[config.mk]
export PLATFORM = sky130hd
export DESIGN_NAME = pfce_gate
export DESIGN_NICKNAME = d
export VERILOG_FILES = /design/src/rtl/pfce_gate.sv
export SDC_FILE = /design/constraint.sdc
export NUM_CORES = 1
export LEC_CHECK = 0
export BUFFER_PORTS_ARGS = -buffer_cell sky130_fd_sc_hd__buf_4
export CAP_MARGIN = 25
export CORE_MARGIN = 10
export CORE_UTILIZATION = 60
export CTS_BUF_LIST = sky130_fd_sc_hd__clkbuf_16
export CTS_CLUSTER_SIZE = 28
export DETAILED_ROUTE_END_ITERATION = 7
export GPL_ROUTABILITY_DRIVEN = 0
export PLACE_DENSITY_LB_ADDON = 0.3
export SYNTH_ARGS = -nofsm -noshare
export SYNTH_HDL_FRONTEND = slang
export SYNTH_SLANG_ARGS = --single-unit
[constraint.sdc]
create_clock -name clk -period 2.2 [get_ports clk]
set_clock_uncertainty 0.2 [all_clocks]
set_input_delay 0.11 -clock clk [delete_from_list [all_inputs] [get_ports clk]]
set_output_delay 0.11 -clock clk [all_outputs]
set_load 0.1 [all_outputs]
[src/rtl/pfce_gate.sv]
module pfce_gate #(
  parameter int unsigned GRACE_CYC = 16,
  parameter int unsigned HOLD_CYC  = 15_000_000
) (
  input  logic clk,
  input  logic rst,
  input  logic host_ce_n,
  input  logic pwr_ok,
  output logic mem_ce_n,
  output logic wp_active
);
  localparam int unsigned TOP = (GRACE_CYC > HOLD_CYC) ? GRACE_CYC : HOLD_CYC;
  localparam int CW = $clog2(TOP + 1);

  typedef enum logic [1:0] {ST_RUN, ST_GRACE, ST_LOCK, ST_HOLD} st_t;

  st_t           st;
  logic [CW-1:0] cnt;
  logic [1:0]    ce_sy, ok_sy;
  logic          ce_s, ok_s;

  assign ce_s = ce_sy[1];
  assign ok_s = ok_sy[1];

  always_ff @(posedge clk) begin
    if (rst) begin
      ce_sy <= 2'b11;
      ok_sy <= 2'b00;
    end else begin
      ce_sy <= {ce_sy[0], host_ce_n};
      ok_sy <= {ok_sy[0], pwr_ok};
    end
  end

  always_ff @(posedge clk) begin
    if (rst) begin
      st  <= ST_LOCK;
      cnt <= '0;
    end else begin
      case (st)
        ST_RUN: begin
          cnt <= '0;
          if (!ok_s) st <= ce_s ? ST_LOCK : ST_GRACE;
        end
        ST_GRACE: begin
          if (ce_s || cnt == CW'(GRACE_CYC - 1)) begin
            st  <= ST_LOCK;
            cnt <= '0;
          end else begin
            cnt <= cnt + 1'b1;
          end
        end
        ST_LOCK: begin
          cnt <= '0;
          if (ok_s) st <= ST_HOLD;
        end
        ST_HOLD: begin
          if (!ok_s) begin
            st  <= ST_LOCK;
            cnt <= '0;
          end else if (cnt == CW'(HOLD_CYC)) begin
            if (ce_s) st <= ST_RUN;
          end else begin
            cnt <= cnt + 1'b1;
          end
        end
        default: st <= ST_LOCK;
      endcase
    end
  end

  assign mem_ce_n  = (st == ST_RUN || st == ST_GRACE) ? ce_s : 1'b1;
  assign wp_active = (st == ST_LOCK || st == ST_HOLD);
endmodule

==> metrics.txt, run 1 <==
Seq pwr share 45.8%; nets 189; Clk network pwr share 52.6%; Mapped Cells 172; CP max stage delay 0.54 ns; Hold Worst Slack 0.203 ns; largest net degree at the start of global routing 13; Reg clk slew, reported paths 0.05 ns; Vias 1316; Initial DRC Count 83; synth cell count leaders 30 x dfxtp_1, 18 x nor2_1, 12 x xor2_1; Setup crit end cnt[17]; CP max FO 9; Synth Area in Adders 1.64%; Cell Int Power 0.968 mW; startpoint types flop; synth top area cells dfxtp_1 39%, xor2_1 6.9%, nor2_1 4.4%, or4_1 3.9%, nand4_1 3.7%; final hold violation count 0; syn_nets 178; Synth Cell Area 1530 µm²; Final Cell Area 1750 µm²; core area 2450 µm²; number of synthesized flops with an enable pin 0; metal2 WL 1.63 mm; RR Startpoint cnt[6]; WL final 3.29 mm; DP Area 1580 µm²; r2r endpoint cnt[17]; total grt overflow 0; CP Launch Point cnt[6]; Worst Hold Class flop to flop; # placed instances 202; f_max 511 MHz; max cap viols 0; CP Data Required Time 2.15 ns; VDD IR-drop max 0.812 mV; GR Util All Layers 13.8%; Compound-Gate Fraction of Synth Area 12.6%; CP Capture Type flop; Port Buffer Count 5; Netlist cell types 41; top layer used by detailed routing met4; Pre-Repair DR Iteration Count 4; Post-Layout Cell Count 214; status completed; Simple-Gate Fraction of Synth Area 34.5%; Fillers 191; Syn Area/Cell 8.90 µm²; top cell type's share of synthesized area 39.2%; Crit-path slowest cell or4_1; Switching Fraction 19.6%; Sink Count 30; worst path bufs/invs 1; initial antenna violation count 0; routed vias/inst 6.15; PwrDens 687 nW/µm²; max-slew violation count 0; drt drc 0; row cnt 18; Finish-stage setup viols 0; kind of critical path flop to flop; asr flop ratio synth 0%; Levels on crit path 5; Final Cycle Share 88.9%; Yosys reg bits 30; R2R Setup Slk 0.24 ns; Ys Warns 0; vias in the first global route 1277; hold path depth 1; crit-path leading delay family simple AND/OR/NAND/NOR gates; Fin Setup TNS 0 ns; primary flip-flop cell chosen by synthesis mapping dfxtp_1; drt wl/cell 15.4 µm; H-Tree Depth 2; Die Area 4970 µm²; count leader, synth dfxtp_1; M1 WL 1.46 mm; Switching Power 0.237 mW; met3 WL 139 µm; Final Total Pwr 1.20 mW; Setup Slack @ Placement 0.258 ns; Seq/Total Area, Yosys 39.2%; Setup WS post-layout 0.244 ns; Arr. time, crit path 1.91 ns; global-route wire length before repair 5.71 mm; RSZ-0062 raised after global routing no; Post-Synth XOR/XNOR Area 6.87%; post-route ant nets 0; Yosys top cell by area dfxtp_1; initial cell density of the core 62.3%; Die Wd 70.5 µm; CP cell instances or4_1, nor2_1, a41o_2, buf_4, a21oi_1; DPL Wire Length 2.39 mm; Num CTS Buffers 5; Tmin final 1.96 ns; Comb pwr share 1.7%; CTS Buffer Depth 2; largest family of logic cells by synthesized area simple AND/OR/NAND/NOR gates; mux share of post-synthesis cell area 0%; root buffer cell clkbuf_16; worst slew pin tran 0.452 ns; fin util 71.4%; share of layout cells above drive strength 1 14.7%; Clk Latency, worst-skew pair 0.27 ns; overall die height 70.5 µm; CTS tree yes; Leak 0.592 nW; Ant. Diodes 0; Area Growth Syn to Fin 14.6%; Max-slew headroom 69.6%; Reg2Reg Depth 5; io pins 6
[flip-flops by register name, indices dropped and copies added, names as in the netlist]
register	cells
cnt	24
ce_sy	2
ok_sy	2
st	2
[timing repair]
item	CTS	global route
gates resized for setup	0	0
hold endpoints to repair	5	0
hold buffers	4	0
buffers inserted	0	0
[layer usage]
| metal | vias to the layer above | GRT usage, % |
|---|---|---|
| met4 | 0 | 6.14 |
| met5 | - | 0 |
| li1 | 649 | - |
| met3 | 5 | 4.94 |
| met2 | 22 | 23.0 |
| met1 | 640 | 15.3 |
[final cells by class]
class	count	area, µm²	share of cell area [%]
clock buffers	5	125	7.14
inverters	5	18.8	1.07
well taps	30	37.5	2.14
flip-flops and latches	30	601	34.3
multi-input cells	128	851	48.5
repair buffers	13	108	6.14
clock inverters	3	12.5	0.714
[cells by family (layout without fill, tap and decap cells)]
group                      Yosys count  in the layout
adders and majority gates            2              2
xor gates and xnor gates            12             12
and+or+nand+nor                     83             83
DFF                                 30             30
buffers and inverters               14             26
AOI/OAI and AO/OA                   31             31
[power by group through the flow]
stage	registers (mW)	logic (mW)	clock network, mW
floorplan	0.561	0.00907	0
global placement	0.562	0.0134	0
detailed placement	0.562	0.0143	0
CTS	0.551	0.0199	0.640
global route	0.551	0.0224	0.663
finish	0.551	0.0200	0.633
[worst min-delay path by stage]
stage | startpoint | to | slack, ns
global route | ce_sy[0] | ce_sy[1] | 0.22
finish | ce_sy[0] | ce_sy[1] | 0.20
global placement | host_ce_n | ce_sy[0] | 0.1
detailed placement | host_ce_n | ce_sy[0] | 0.10
floorplan | host_ce_n | ce_sy[0] | 0.01
CTS | ce_sy[0] | ce_sy[1] | 0.20
[cell usage in the layout (no fill, tap or decap), drive strengths merged, types with 2 or more instances in the layout]
master | synthesis | final
nor2b | 3 | 3
nand4 | 10 | 10
nand2 | 8 | 8
xor2 | 12 | 12
dlygate4sd3 | 0 | 4
ha | 2 | 2
nor4 | 4 | 4
clkbuf | 5 | 5
a21oi | 11 | 11
or3 | 4 | 4
nand2b | 2 | 2
and3 | 3 | 3
inv | 5 | 6
nand3 | 9 | 9
o21ai | 9 | 9
nor2 | 18 | 18
o31ai | 6 | 6
buf | 4 | 9
clkinv | 0 | 2
and2 | 2 | 2
and4 | 5 | 5
or2 | 3 | 3
dfxtp | 30 | 30
or4 | 9 | 9
Note: power is estimated with default switching activity, not from simulation.
==> run 2, diff against run 1 <==
--- a/config.mk
+++ b/config.mk
@@ -8,7 +8,7 @@
 export BUFFER_PORTS_ARGS = -buffer_cell sky130_fd_sc_hd__buf_4
 export CAP_MARGIN = 25
 export CORE_MARGIN = 10
-export CORE_UTILIZATION = 60
+export CORE_UTILIZATION = 50
 export CTS_BUF_LIST = sky130_fd_sc_hd__clkbuf_16
 export CTS_CLUSTER_SIZE = 28
 export DETAILED_ROUTE_END_ITERATION = 7
==> metrics.txt, run 2 (synthesized netlist as in run 1, its figures left out) <==
Fin Setup TNS 0 ns (unchanged); Die Wd 75.3 µm (+6.8%); Cell Int Power 0.965 mW (-0.37%); Hold Startpoint ce_sy[0]; overall die height 75.3 µm (+6.8%); kind of critical path flop to flop; R2R Setup Slk 0.19 ns (-0.06 ns); Sink Count 30 (unchanged); DPL Wire Length 2.27 mm (-5.1%); Seq pwr share 46.1% (+0.3 points); Final Cycle Share 91.6% (+2.7 points); Arr. time, crit path 1.96 ns (+0.05 ns); CP max FO 24 (+15); initial antenna violation count 0 (unchanged); Clk network pwr share 52.0% (-0.6 points); area of the multi-input gates 861 µm² (+1.2%); max-slew violation count 0 (unchanged); total grt overflow 0 (unchanged); commonest non-fill, non-tap cell in the layout dfxtp_1; Fillers 273 (+43%); CP cell instances nor4_1, and4_1, a41o_4, o21ai_0; CP Data Required Time 2.14 ns (about the same); Sequential cell area 601 µm² (unchanged); Crit-path slowest cell nor4_1; f_max 496 MHz (-2.9%); WL final 3.31 mm (+0.58%); Pre-Repair DR Iteration Count 4 (unchanged); share of layout cells above drive strength 1 13.7% (-1.0 points); Tmin final 2.01 ns (+0.0593 ns); status completed; PwrDens 678 nW/µm² (-1.4%); Area Growth Syn to Fin 15.3%; drt drc 0 (unchanged); CTS Buffer Depth 2 (unchanged); routed vias/inst 6.00 (-2.5%); crit-path leading delay family simple AND/OR/NAND/NOR gates; H-Tree Depth 2 (unchanged); vias in the first global route 1243 (-2.7%); global-route wire length before repair 5.77 mm (+1.1%); Switching Power 0.231 mW (-2.3%); Comb pwr share 1.8% (about the same); post-route ant nets 0 (unchanged); Port Buffer Count 5 (unchanged); row cnt 20 (+2); final hold violation count 0 (unchanged); most frequent cells in the layout 30 x dfxtp_1, 18 x nor2_1, 12 x xor2_1; core area 3000 µm² (+22%); Post-Layout Cell Count 216 (+0.93%); Num CTS Buffers 5 (unchanged); Top reg by flops cnt; CP Capture Type flop; RR Startpoint cnt[5]; Die Area 5670 µm² (+14%); startpoint types flop; CP Launch Point cnt[5]; CTS tree yes; initial cell density of the core 51.0% (-11 points); VDD IR-drop max 0.515 mV (-37%); Worst Hold Class flop to flop; # placed instances 204 (+0.99%); Leak 0.596 nW (+0.72%); Largest register FFs 24 (unchanged); GR Util All Layers 13.5% (-0.31 points); Finish-stage setup viols 0 (unchanged); Clk Latency, worst-skew pair 0.27 ns (about the same); Max-slew headroom 68.6% (-0.99 points); Vias 1295 (-1.6%); root buffer cell clkbuf_16; CP max stage delay 0.46 ns (-0.08 ns); largest net degree at the start of global routing 25 (+12); worst path bufs/invs 0 (-1); Switching Fraction 19.3% (-0.31 points); worst slew pin tran 0.467 ns (+0.0147 ns); Initial DRC Count 91 (+9.6%); max cap viols 0 (unchanged); io pins 6 (unchanged); nets 189 (unchanged); Reg clk slew, reported paths 0.05 ns (about the same); Ant. Diodes 0 (unchanged); drt wl/cell 15.3 µm (-0.35%); RSZ-0062 raised after global routing no
[run 2: power by group through the flow]
stage          sequential [mW]  clock (mW)  combinational (mW)
2_1_floorplan            0.561           0             0.00907
3_3_place_gp             0.562           0              0.0134
3_5_place_dp             0.562           0              0.0142
4_1_cts                  0.551       0.637              0.0214
5_1_grt                  0.551       0.662              0.0240
6_report                 0.551       0.622              0.0220
[run 2: timing repair]
action / in CTS / in global routing
endpoints found under the setup margin: 0 / 22
endpoints found under the hold margin: 6 / 0
buffers inserted: 0 / 0
hold buffers: 5 / 0
gates resized for setup: 0 / 1
[run 2: area by class of cell]
cell class | count | share of cell area (%)
inverter | 5 | 1.06
clock buffer | 5 | 7.09
tap | 33 | 2.34
timing repair buffer | 13 | 6.24
multi-input combinational | 128 | 48.8
sequential | 30 | 34.0
clock inverter | 2 | 0.426
[run 2: metal layers]
layer / vias up / track usage (%) / wire length, µm
met5: - / 0 / 0
met4: 0 / 5.57 / 57
met3: 6 / 5.47 / 145
met2: 24 / 21.2 / 1600
met1: 609 / 15.9 / 1510
li1: 656 / - / -
[run 2: final timing paths]
path | endpoint | cells past startpoint
worst max register to register | cnt[0] | 4
worst min register to register | ce_sy[1] | 1
worst min-delay path | ce_sy[1] | 1
worst max-delay path | cnt[0] | 4
[run 2: stage by stage]
step	utilization, %	total power, mW	area, µm²	hold WS [ns]	worst slack (ns)
after global placement	52.3	0.575	1570	0.0958	0.186
after global routing	58.8	1.24	1760	0.217	0.0142
after CTS	58.4	1.21	1750	0.206	0.0730
after detailed placement	52.3	0.576	1570	0.0990	0.131
final	58.8	1.20	1760	0.205	0.185
after floorplan	-	0.570	1530	0.0138	0.127
==> run 3, diff against run 2 <==
--- a/config.mk
+++ b/config.mk
@@ -7,12 +7,15 @@
 export LEC_CHECK = 0
 export BUFFER_PORTS_ARGS = -buffer_cell sky130_fd_sc_hd__buf_4
 export CAP_MARGIN = 25
+export CELL_PAD_IN_SITES_DETAIL_PLACEMENT = 1
+export CELL_PAD_IN_SITES_GLOBAL_PLACEMENT = 2
 export CORE_MARGIN = 10
-export CORE_UTILIZATION = 50
+export CORE_UTILIZATION = 38
 export CTS_BUF_LIST = sky130_fd_sc_hd__clkbuf_16
 export CTS_CLUSTER_SIZE = 28
 export DETAILED_ROUTE_END_ITERATION = 7
 export GPL_ROUTABILITY_DRIVEN = 0
+export MAX_ROUTING_LAYER = met4
 export PLACE_DENSITY_LB_ADDON = 0.3
 export SYNTH_ARGS = -nofsm -noshare
 export SYNTH_HDL_FRONTEND = slang
==> metrics.txt, run 3 (synthesized netlist as in run 1, its figures left out) <==
DP Area 1620 µm² (+2.8%); post-route ant nets 0 (unchanged); Vias 1321 (+2.0%); Final Cell Area 1800 µm² (+2.2%); kind of critical path flop to flop; routed vias/inst 5.57 (-7.0%); Finish-stage setup viols 0 (unchanged); Num CTS Buffers 5 (unchanged); root buffer cell clkbuf_16; PwrDens 673 nW/µm² (-0.65%); CP max stage delay 0.49 ns (+0.03 ns); Die Wd 83.5 µm (+11%); f_max 502 MHz (+1.1%); RSZ-0062 raised after global routing no; VDD IR-drop max 0.513 mV (-0.30%); DPL Wire Length 2.74 mm (+21%); Clk Latency, worst-skew pair 0.28 ns (about the same); nets 192 (+1.6%); vias in the first global route 1328 (+6.8%); max-slew violation count 0 (unchanged); Port Buffer Count 5 (unchanged); overall die height 83.5 µm (+11%); Largest register FFs 24 (unchanged); Tmin final 1.99 ns (-0.0216 ns); CTS Buffer Depth 2 (unchanged); crit-path leading delay family simple AND/OR/NAND/NOR gates; largest net degree at the start of global routing 13 (-48%); setup bufs post-CTS 0 (unchanged); Ant. Diodes 0 (unchanged); Setup WS post-layout 0.207 ns (+0.0216 ns); CP cell instances nor4_1, and4_1, a41o_2, buf_4, a21oi_1; share of layout cells above drive strength 1 15.5% (+1.8 points); final hold violation count 0 (unchanged); worst path bufs/invs 1 (+1); io pins 6 (unchanged); WL final 3.69 mm (+12%); Die Area 6960 µm² (+23%); CTS tree yes; Arr. time, crit path 1.95 ns (about the same); Setup Slack @ Placement 0.166 ns (+0.0344 ns); core area 3940 µm² (+31%); post-CTS sizing 0 (unchanged); Sink Count 30 (unchanged); Reg clk slew, reported paths 0.05 ns (about the same); commonest non-fill, non-tap cell in the layout dfxtp_1; Crit-path slowest cell nor4_1; status completed; CP max FO 9 (-63%); Initial DRC Count 41 (-55%); Max-slew headroom 66.2% (-2.4 points); initial antenna violation count 0 (unchanged); Leak 0.609 nW (+2.1%); H-Tree Depth 2 (unchanged); drt drc 0 (unchanged); Worst Hold Class flop to flop; worst slew pin tran 0.503 ns (+0.0359 ns); CP Capture Type flop; GR Util All Layers 11.4% (-2.1 points); initial cell density of the core 38.8% (-12 points); Pre-Repair DR Iteration Count 4 (unchanged); total grt overflow 0 (unchanged); Fin Setup TNS 0 ns (unchanged); global-route wire length before repair 6.40 mm (+11%); max cap viols 0 (unchanged); most frequent cells in the layout 30 x dfxtp_1, 18 x nor2_1, 12 x xor2_1; row cnt 23 (+15%); startpoint types flop; Final Cycle Share 90.6% (-0.98 points); Hold Buf Count CTS 5 (unchanged); Area Growth Syn to Fin 17.8%; drt wl/cell 15.6 µm (+1.7%); Top reg by flops cnt; CP Data Required Time 2.15 ns (about the same)
[run 3: cell types whose count changed in the layout (fill, tap and decap cells not counted)]
| cell | before | now |
|---|---|---|
| buf_4 | 8 | 11 |
| inv_1 | 7 | 6 |
| clkinv_2 | 0 | 1 |
| a41o_4 | 1 | 0 |
| clkinv_1 | 0 | 1 |
| a41o_2 | 0 | 1 |
[run 3: power breakdown]
part | internal [mW] | switching [mW]
combinational | 0.0138 | 0.00770
sequential | 0.548 | 0.00283
clock | 0.408 | 0.234
[run 3: final timing paths]
path | start | cells past startpoint | to | slack, ns
worst min-delay path | ce_sy[0] | 1 | ce_sy[1] | 0.21
worst max register to register | cnt[5] | 5 | cnt[20] | 0.21
worst max-delay path | cnt[5] | 5 | cnt[20] | 0.21
worst min register to register | ce_sy[0] | 1 | ce_sy[1] | 0.21
[run 3: metrics by stage]
step,power [mW],util [%],hold slack [ns],cells
after floorplan,0.570,-,0.0138,172
after global placement,0.576,41.0,0.0961,224
after detailed placement,0.577,41.0,0.111,224
after CTS,1.23,45.7,0.208,237
after global routing,1.26,45.7,0.215,237
final,1.21,45.7,0.205,237
[run 3: metal layers]
layer / wire (µm) / global-route usage [%]
met1: 1710 / 13.2
met2: 1810 / 17.8
met3: 114 / 3.22
met4: 61 / 5.48
met5: 0 / -
[run 3: area by class of cell]
cell class	instances	area (µm²)
Timing Repair Buffer	16	133
Tap cell	50	62.6
Clock inverter	3	12.5
Clock buffer	5	125
Multi-Input combinational cell	128	851
Inverter	5	18.8
Sequential cell	30	601
Fill cell	468	2140
